===== src/rtl/trap_seq_pkg.sv =====
package trap_seq_pkg;
  localparam int XLEN       = 32;
  localparam int WORD_BYTES = XLEN / 8;
  localparam int CTX_WORDS  = 3;

  typedef logic [XLEN-1:0] word_t;

  typedef enum logic [3:0] {
    ST_IDLE,
    ST_PUSH_PC,
    ST_PUSH_PSW,
    ST_PUSH_SSW,
    ST_CLR_PSW,
    ST_LD_PC,
    ST_LD_SSW,
    ST_POP_SSW,
    ST_POP_PSW,
    ST_POP_PC
  } seq_state_e;

  // predecrement push: slot n is (n+1) words below the starting pointer
  function automatic word_t push_slot(word_t sp, int unsigned n);
    return sp - word_t'(WORD_BYTES * (n + 1));
  endfunction

  // postincrement pop: slot n is n words above the starting pointer
  function automatic word_t pop_slot(word_t sp, int unsigned n);
    return sp + word_t'(WORD_BYTES * n);
  endfunction

  function automatic word_t vec_slot(word_t base, int unsigned n);
    return base + word_t'(WORD_BYTES * n);
  endfunction

  function automatic logic is_mem_state(seq_state_e s);
    return (s != ST_IDLE) && (s != ST_CLR_PSW);
  endfunction
endpackage


===== src/rtl/trap_seq_fsm.sv =====
module trap_seq_fsm
  import trap_seq_pkg::*;
(
  input  logic       clk,
  input  logic       rst_n,
  input  logic       trap_req,
  input  logic       rti_req,
  input  logic       mem_ack,
  output seq_state_e state,
  output logic       seq_start,
  output logic       step_ack
);
  seq_state_e nxt;

  assign seq_start = (state == ST_IDLE) && (trap_req || rti_req);
  assign step_ack  = is_mem_state(state) && mem_ack;

  always_comb begin
    nxt = state;
    unique case (state)
      ST_IDLE:     if (trap_req) nxt = ST_PUSH_PC;
                   else if (rti_req) nxt = ST_POP_SSW;
      ST_PUSH_PC:  if (mem_ack) nxt = ST_PUSH_PSW;
      ST_PUSH_PSW: if (mem_ack) nxt = ST_PUSH_SSW;
      ST_PUSH_SSW: if (mem_ack) nxt = ST_CLR_PSW;
      ST_CLR_PSW:  nxt = ST_LD_PC;
      ST_LD_PC:    if (mem_ack) nxt = ST_LD_SSW;
      ST_LD_SSW:   if (mem_ack) nxt = ST_IDLE;
      ST_POP_SSW:  if (mem_ack) nxt = ST_POP_PSW;
      ST_POP_PSW:  if (mem_ack) nxt = ST_POP_PC;
      ST_POP_PC:   if (mem_ack) nxt = ST_IDLE;
      default:     nxt = ST_IDLE;
    endcase
  end

  always_ff @(posedge clk or negedge rst_n) begin
    if (!rst_n) state <= ST_IDLE;
    else        state <= nxt;
  end
endmodule


===== src/rtl/trap_seq_ctx.sv =====
module trap_seq_ctx
  import trap_seq_pkg::*;
(
  input  logic  clk,
  input  logic  rst_n,
  input  logic  seq_start,
  input  word_t trap_vec_addr,
  input  word_t cur_pc,
  input  word_t cur_psw,
  input  word_t cur_ssw,
  input  word_t cur_ssp,
  output word_t snap_pc,
  output word_t snap_psw,
  output word_t snap_ssw,
  output word_t snap_sp,
  output word_t snap_vec
);
  always_ff @(posedge clk or negedge rst_n) begin
    if (!rst_n) begin
      snap_pc  <= '0;
      snap_psw <= '0;
      snap_ssw <= '0;
      snap_sp  <= '0;
      snap_vec <= '0;
    end else if (seq_start) begin
      snap_pc  <= cur_pc;
      snap_psw <= cur_psw;
      snap_ssw <= cur_ssw;
      snap_sp  <= cur_ssp;
      snap_vec <= trap_vec_addr;
    end
  end
endmodule


===== src/rtl/trap_seq_port.sv =====
module trap_seq_port
  import trap_seq_pkg::*;
(
  input  seq_state_e state,
  input  word_t      snap_pc,
  input  word_t      snap_psw,
  input  word_t      snap_ssw,
  input  word_t      snap_sp,
  input  word_t      snap_vec,
  output logic       mem_req,
  output logic       mem_we,
  output word_t      mem_addr,
  output word_t      mem_wdata
);
  always_comb begin
    mem_req   = is_mem_state(state);
    mem_we    = 1'b0;
    mem_addr  = '0;
    mem_wdata = '0;
    unique case (state)
      ST_PUSH_PC:  begin mem_we = 1'b1; mem_addr = push_slot(snap_sp, 0); mem_wdata = snap_pc;  end
      ST_PUSH_PSW: begin mem_we = 1'b1; mem_addr = push_slot(snap_sp, 1); mem_wdata = snap_psw; end
      ST_PUSH_SSW: begin mem_we = 1'b1; mem_addr = push_slot(snap_sp, 2); mem_wdata = snap_ssw; end
      ST_LD_PC:    mem_addr = vec_slot(snap_vec, 0);
      ST_LD_SSW:   mem_addr = vec_slot(snap_vec, 1);
      ST_POP_SSW:  mem_addr = pop_slot(snap_sp, 0);
      ST_POP_PSW:  mem_addr = pop_slot(snap_sp, 1);
      ST_POP_PC:   mem_addr = pop_slot(snap_sp, 2);
      default:     ;
    endcase
  end
endmodule


===== src/rtl/trap_seq.sv =====
module trap_seq
  import trap_seq_pkg::*;
#(
  parameter int USER_BIT = 0
) (
  input  logic            clk,
  input  logic            rst_n,
  input  logic            trap_req,
  input  logic            rti_req,
  input  logic [XLEN-1:0] trap_vec_addr,
  input  logic [XLEN-1:0] cur_pc,
  input  logic [XLEN-1:0] cur_psw,
  input  logic [XLEN-1:0] cur_ssw,
  input  logic [XLEN-1:0] cur_ssp,
  output logic            mem_req,
  output logic            mem_we,
  output logic [XLEN-1:0] mem_addr,
  output logic [XLEN-1:0] mem_wdata,
  input  logic            mem_ack,
  input  logic [XLEN-1:0] mem_rdata,
  output logic            pc_we,
  output logic [XLEN-1:0] pc_wdata,
  output logic            psw_we,
  output logic [XLEN-1:0] psw_wdata,
  output logic            ssw_we,
  output logic [XLEN-1:0] ssw_wdata,
  output logic            ssp_we,
  output logic [XLEN-1:0] ssp_wdata,
  output logic            reg_bank_sup,
  output logic            busy,
  output logic            seq_done
);
  seq_state_e state;
  logic       seq_start;
  logic       step_ack;
  word_t      snap_pc, snap_psw, snap_ssw, snap_sp, snap_vec;
  logic       entry_end, return_end;

  trap_seq_fsm fsm_i (
    .clk(clk), .rst_n(rst_n), .trap_req(trap_req), .rti_req(rti_req),
    .mem_ack(mem_ack), .state(state), .seq_start(seq_start), .step_ack(step_ack)
  );

  trap_seq_ctx ctx_i (
    .clk(clk), .rst_n(rst_n), .seq_start(seq_start), .trap_vec_addr(trap_vec_addr),
    .cur_pc(cur_pc), .cur_psw(cur_psw), .cur_ssw(cur_ssw), .cur_ssp(cur_ssp),
    .snap_pc(snap_pc), .snap_psw(snap_psw), .snap_ssw(snap_ssw),
    .snap_sp(snap_sp), .snap_vec(snap_vec)
  );

  trap_seq_port port_i (
    .state(state), .snap_pc(snap_pc), .snap_psw(snap_psw), .snap_ssw(snap_ssw),
    .snap_sp(snap_sp), .snap_vec(snap_vec),
    .mem_req(mem_req), .mem_we(mem_we), .mem_addr(mem_addr), .mem_wdata(mem_wdata)
  );

  assign entry_end  = step_ack && (state == ST_LD_SSW);
  assign return_end = step_ack && (state == ST_POP_PC);

  assign busy     = (state != ST_IDLE);
  assign seq_done = entry_end || return_end;

  assign pc_we     = step_ack && ((state == ST_LD_PC) || (state == ST_POP_PC));
  assign pc_wdata  = mem_rdata;
  assign ssw_we    = step_ack && ((state == ST_LD_SSW) || (state == ST_POP_SSW));
  assign ssw_wdata = mem_rdata;
  assign psw_we    = (state == ST_CLR_PSW) || (step_ack && (state == ST_POP_PSW));
  assign psw_wdata = (state == ST_CLR_PSW) ? '0 : mem_rdata;
  assign ssp_we    = seq_done;
  assign ssp_wdata = entry_end ? push_slot(snap_sp, CTX_WORDS - 1)
                               : pop_slot(snap_sp, CTX_WORDS);

  assign reg_bank_sup = busy || !cur_ssw[USER_BIT];
endmodule


===== config.mk =====
export PLATFORM = sky130hd
export DESIGN_NAME = trap_seq
export DESIGN_NICKNAME = d
export VERILOG_FILES = /design/src/rtl/trap_seq_pkg.sv /design/src/rtl/trap_seq_fsm.sv /design/src/rtl/trap_seq_ctx.sv /design/src/rtl/trap_seq_port.sv /design/src/rtl/trap_seq.sv
export SDC_FILE = /design/constraint.sdc
export NUM_CORES = 1
export LEC_CHECK = 0
export ABC_AREA = 0
export BUFFER_PORTS_ARGS = -buffer_cell sky130_fd_sc_hd__buf_2
export CORE_ASPECT_RATIO = 1.25
export CORE_MARGIN = 8
export CORE_UTILIZATION = 26
export CTS_BUF_LIST = sky130_fd_sc_hd__clkbuf_4 sky130_fd_sc_hd__clkbuf_8
export DETAILED_ROUTE_END_ITERATION = 7
export PLACE_DENSITY_LB_ADDON = 0.15
export SLEW_MARGIN = 20
export SYNTH_ARGS = -nofsm -noshare
export SYNTH_HDL_FRONTEND = slang
export SYNTH_SLANG_ARGS = --single-unit

===== constraint.sdc =====
create_clock -name clk -period 3.94 [get_ports clk]
set_clock_uncertainty 0.1 [all_clocks]
set_input_delay 0.591 -clock clk [delete_from_list [all_inputs] [get_ports clk]]
set_output_delay 0.591 -clock clk [all_outputs]
set_load 0.01 [all_outputs]

==> out/results.ini <==
[run_status]
outcome=finished, violations left
violations=negative setup slack

[synthesis]
synthAdderAreaFrac_pct=3.606
yosys-mux-area-fraction_pct=17.65
synth-seq-area-share_pct=30.65
yosys_warnings=0
synth.net_count=1752
syn-cell-area_sq_um=13390
synth_cell_types=70
synth_top_family_by_area=multiplexers
synthArstFlopShare_pct=100.0
synth_seq_cells=164
yosys.area_share.xor_xnor_pct=6.867
synth_edf_count=0
synth_simple_gate_area_share_pct=16.87
synth_area_per_cell_sq_um=8.828
synth-compound-area-share_pct=16.78
synthesis.instances=1517
synth_ff_type=dfrtp_1

[global_routing]
grt_overflow=0
grt_pass1_vias=13950
grt_max_degree=58
grt_first_pass_wirelength_um=89930
gr-usage-all-layers_pct=19.98
antenna_found_initial=9

[placed_design]
place_area_sq_um=16590
dp_hpwl_um=46810
numPortBuffers=397
gp_congestion=0.9188

[critical_path]
timing.rr.end=ctx_i.snap_ssw[23]
crit_end=mem_addr[29]
start_kind=flop
critPathMaxFanout=20
cp.required_ns=3.25
arrival_ns=3.64
worstReg2RegStart=fsm_i.state[1]
reg2reg_depth=7
end_kind=output pin
timing.reg2reg.setup_slack_ns=1.05
worstSetupPathType=reg2out
worstSetupStartpoint=fsm_i.state[2]

[clock_network]
cts_buffer_depth=2
clock_latency_ns=0.55
tritoncts=done
cts-root-buf=clkbuf_8
clkSinkCount=164
cts_buffers=17
htree_levels=4
clk_pin_slew_ns=0.10

[timing]
fmax_mhz=230.7
rsz0062_at_grt=true
setup_ws_ns=-0.3954
post-route-period-util_pct=110.0
hold_violations=0
setup_violations=23
drv_slew=0
fin_crit_ns=4.335
relSlewSlack_pct=48.37
tightest_slew_ns=0.7708

[cells_and_area]
layout-drive-gt1-share_pct=48.11
syn2layout_area_growth_pct=35.24
final_cell_mix=buf_2, mux2_2, dfrtp_1, buf_4, nand2_1
nNetsFinal=2149
regArea_sq_um=4110
final_common_cell=buf_2
post-route-util_pct=35.37
num-fill-cells=5345
multi_input_area_sq_um=9210
final_area_sq_um=18110

[floorplan]
pin_count=398
die_area_sq_um=59070
core-area_sq_um=51200
start_util_pct=26.16
num_rows=93
die_w_um=219.0
die_h_um=269.7

[pwr]
pwr_density_cell_nw_per_um2=950.0
power.leakage_nw=7.818
vdd_drop_max_v=0.0004263

[min_path]
min_path_type=in2reg

[route]
postRouteAntennaNets=0
first_pass_iters=5
wl_per_cell_um=23.26
via_per_inst=5.155
vias=13390
drt_iter0_markers=793
post-route-drc-count=0
wl_um=60410

[run]
maxCapViolations=0

==> worst max-delay path: stages (launching register included) <==
cell        delay, ns
dfrtp_1          0.39
nand2b_4         0.16
nor2_4           0.14
clkinvlp_4       0.11
buf_12           0.19
ha_1             0.27
buf_4            0.15
a21oi_1          0.29
a21oi_2          0.12
a21oi_4          0.20
nor2_4           0.06
a21oi_2          0.16
buf_4            0.16
o31ai_2          0.07
xnor2_1          0.24
o2111ai_2        0.19
buf_2            0.18
==> kinds of logic after synthesis <==
logic type | after synthesis
fa+ha+maj | 38
buf+inv | 199
compound gates | 336
mux | 212
xor+xnor | 105
simple gates | 463
flops | 164
==> through the flow <==
stage	setup TNS (ns)	setup slack, ns	total power, mW	cells	hold slack (ns)
detailed placement	-0.07244	-0.02955	14.75	2542	0.3922
CTS	-8.037	-0.5055	16.76	2580	0.04811
global route	-9.498	-0.5495	18.51	2592	0.09887
finish	-5.308	-0.3954	17.21	2597	0.1488
global placement	-0.1227	-0.04681	14.69	2542	0.3841
floorplan	-0.3135	-0.08773	10.10	1517	0.1954
==> timing repair <==
item / in CTS / in global routing
cloned: 1 / 1
hold buffers: 1 / 0
endpoints found under the hold margin: 49 / 0
setup buffers: 4 / 11
resized for setup: 91 / 95
setup endpoints to repair: 44 / 36
pin swaps: 26 / 32
==> how the worst min path moves through the flow <==
stage | startpoint | to | cells after the start
floorplan | rst_n | ctx_i.snap_pc[0] | 0
global placement | ctx_i.snap_ssw[23] | ctx_i.snap_ssw[23] | 1
detailed placement | ctx_i.snap_ssw[7] | ctx_i.snap_ssw[7] | 1
CTS | cur_ssp[3] | ctx_i.snap_sp[3] | 3
global route | cur_ssw[12] | ctx_i.snap_ssw[12] | 2
finish | cur_ssp[3] | ctx_i.snap_sp[3] | 3
==> metal layers <==
metal  share of wire [%]  vias to the layer above  wire, um  track usage (%)
met5               0.073                        -        44                0
met4                 3.6                        8      2145            7.736
met3                 5.9                      106      3589            5.198
met2                  50                      425     29910            33.98
met1                  41                     6584     24720            23.68
li1                    -                     6264         -                -
==> flip-flops by register name, summed over array words and instances, names as in the netlist <==
register        count
ctx_i.snap_pc      32
ctx_i.snap_psw     32
ctx_i.snap_sp      32
ctx_i.snap_ssw     32
ctx_i.snap_vec     32
fsm_i.state         4
==> cell usage after synthesis, drive strengths merged, types with 4 or more instances <==
| library cell | n | area, sq um |
|---|---|---|
| o2111ai | 9 | 96.35 |
| nand2 | 116 | 435.4 |
| nor4 | 20 | 146.4 |
| dfrtp | 164 | 4104 |
| xnor2 | 59 | 516.8 |
| clkbuf | 100 | 376.6 |
| nand3 | 55 | 275.3 |
| mux2i | 22 | 224.0 |
| xor2 | 46 | 402.9 |
| a31oi | 9 | 56.30 |
| o21a | 6 | 45.04 |
| o21ai | 79 | 395.4 |
| and3 | 21 | 131.4 |
| a21oi | 74 | 370.4 |
| ha | 37 | 462.9 |
| and2 | 7 | 43.79 |
| o211ai | 12 | 90.09 |
| or2 | 5 | 31.28 |
| a32oi | 9 | 78.83 |
| or4 | 4 | 30.03 |
| nand4 | 16 | 100.1 |
| o221ai | 12 | 105.1 |
| a221o | 5 | 50.05 |
| buf | 82 | 574.3 |
| a221oi | 10 | 87.58 |
| a211oi | 7 | 52.55 |
| o21bai | 4 | 30.03 |
| nor3b | 4 | 30.03 |
| o22ai | 12 | 75.07 |
| inv | 17 | 63.81 |
| a22oi | 43 | 322.8 |
| or3 | 8 | 50.05 |
| a21o | 10 | 75.07 |
| mux2 | 190 | 2140 |
| nor2 | 124 | 465.5 |
| a222oi | 6 | 60.06 |
| o31ai | 6 | 45.04 |
| nor3 | 31 | 165.2 |
| nor2b | 41 | 256.5 |
==> where the power goes <==
group          internal (mW)  switching [mW]  total (mW)
Sequential              2.56           0.861        3.43
Clock                  0.540           0.808        1.35
Combinational           5.49            6.94        12.4
Total                   8.60            8.61        17.2
==> layout make-up <==
class                           count  share of cell area (%)
Clock buffer                       17                   1.292
Timing Repair Buffer              560                   19.12
Antenna cell                        5                 0.06908
Sequential cell                   164                   22.69
Inverter                           17                  0.3731
Tap cell                          665                   4.594
Multi-Input combinational cell   1154                   50.85
Clock inverter                     15                   1.009
Note: power is estimated with default switching activity, not from simulation.
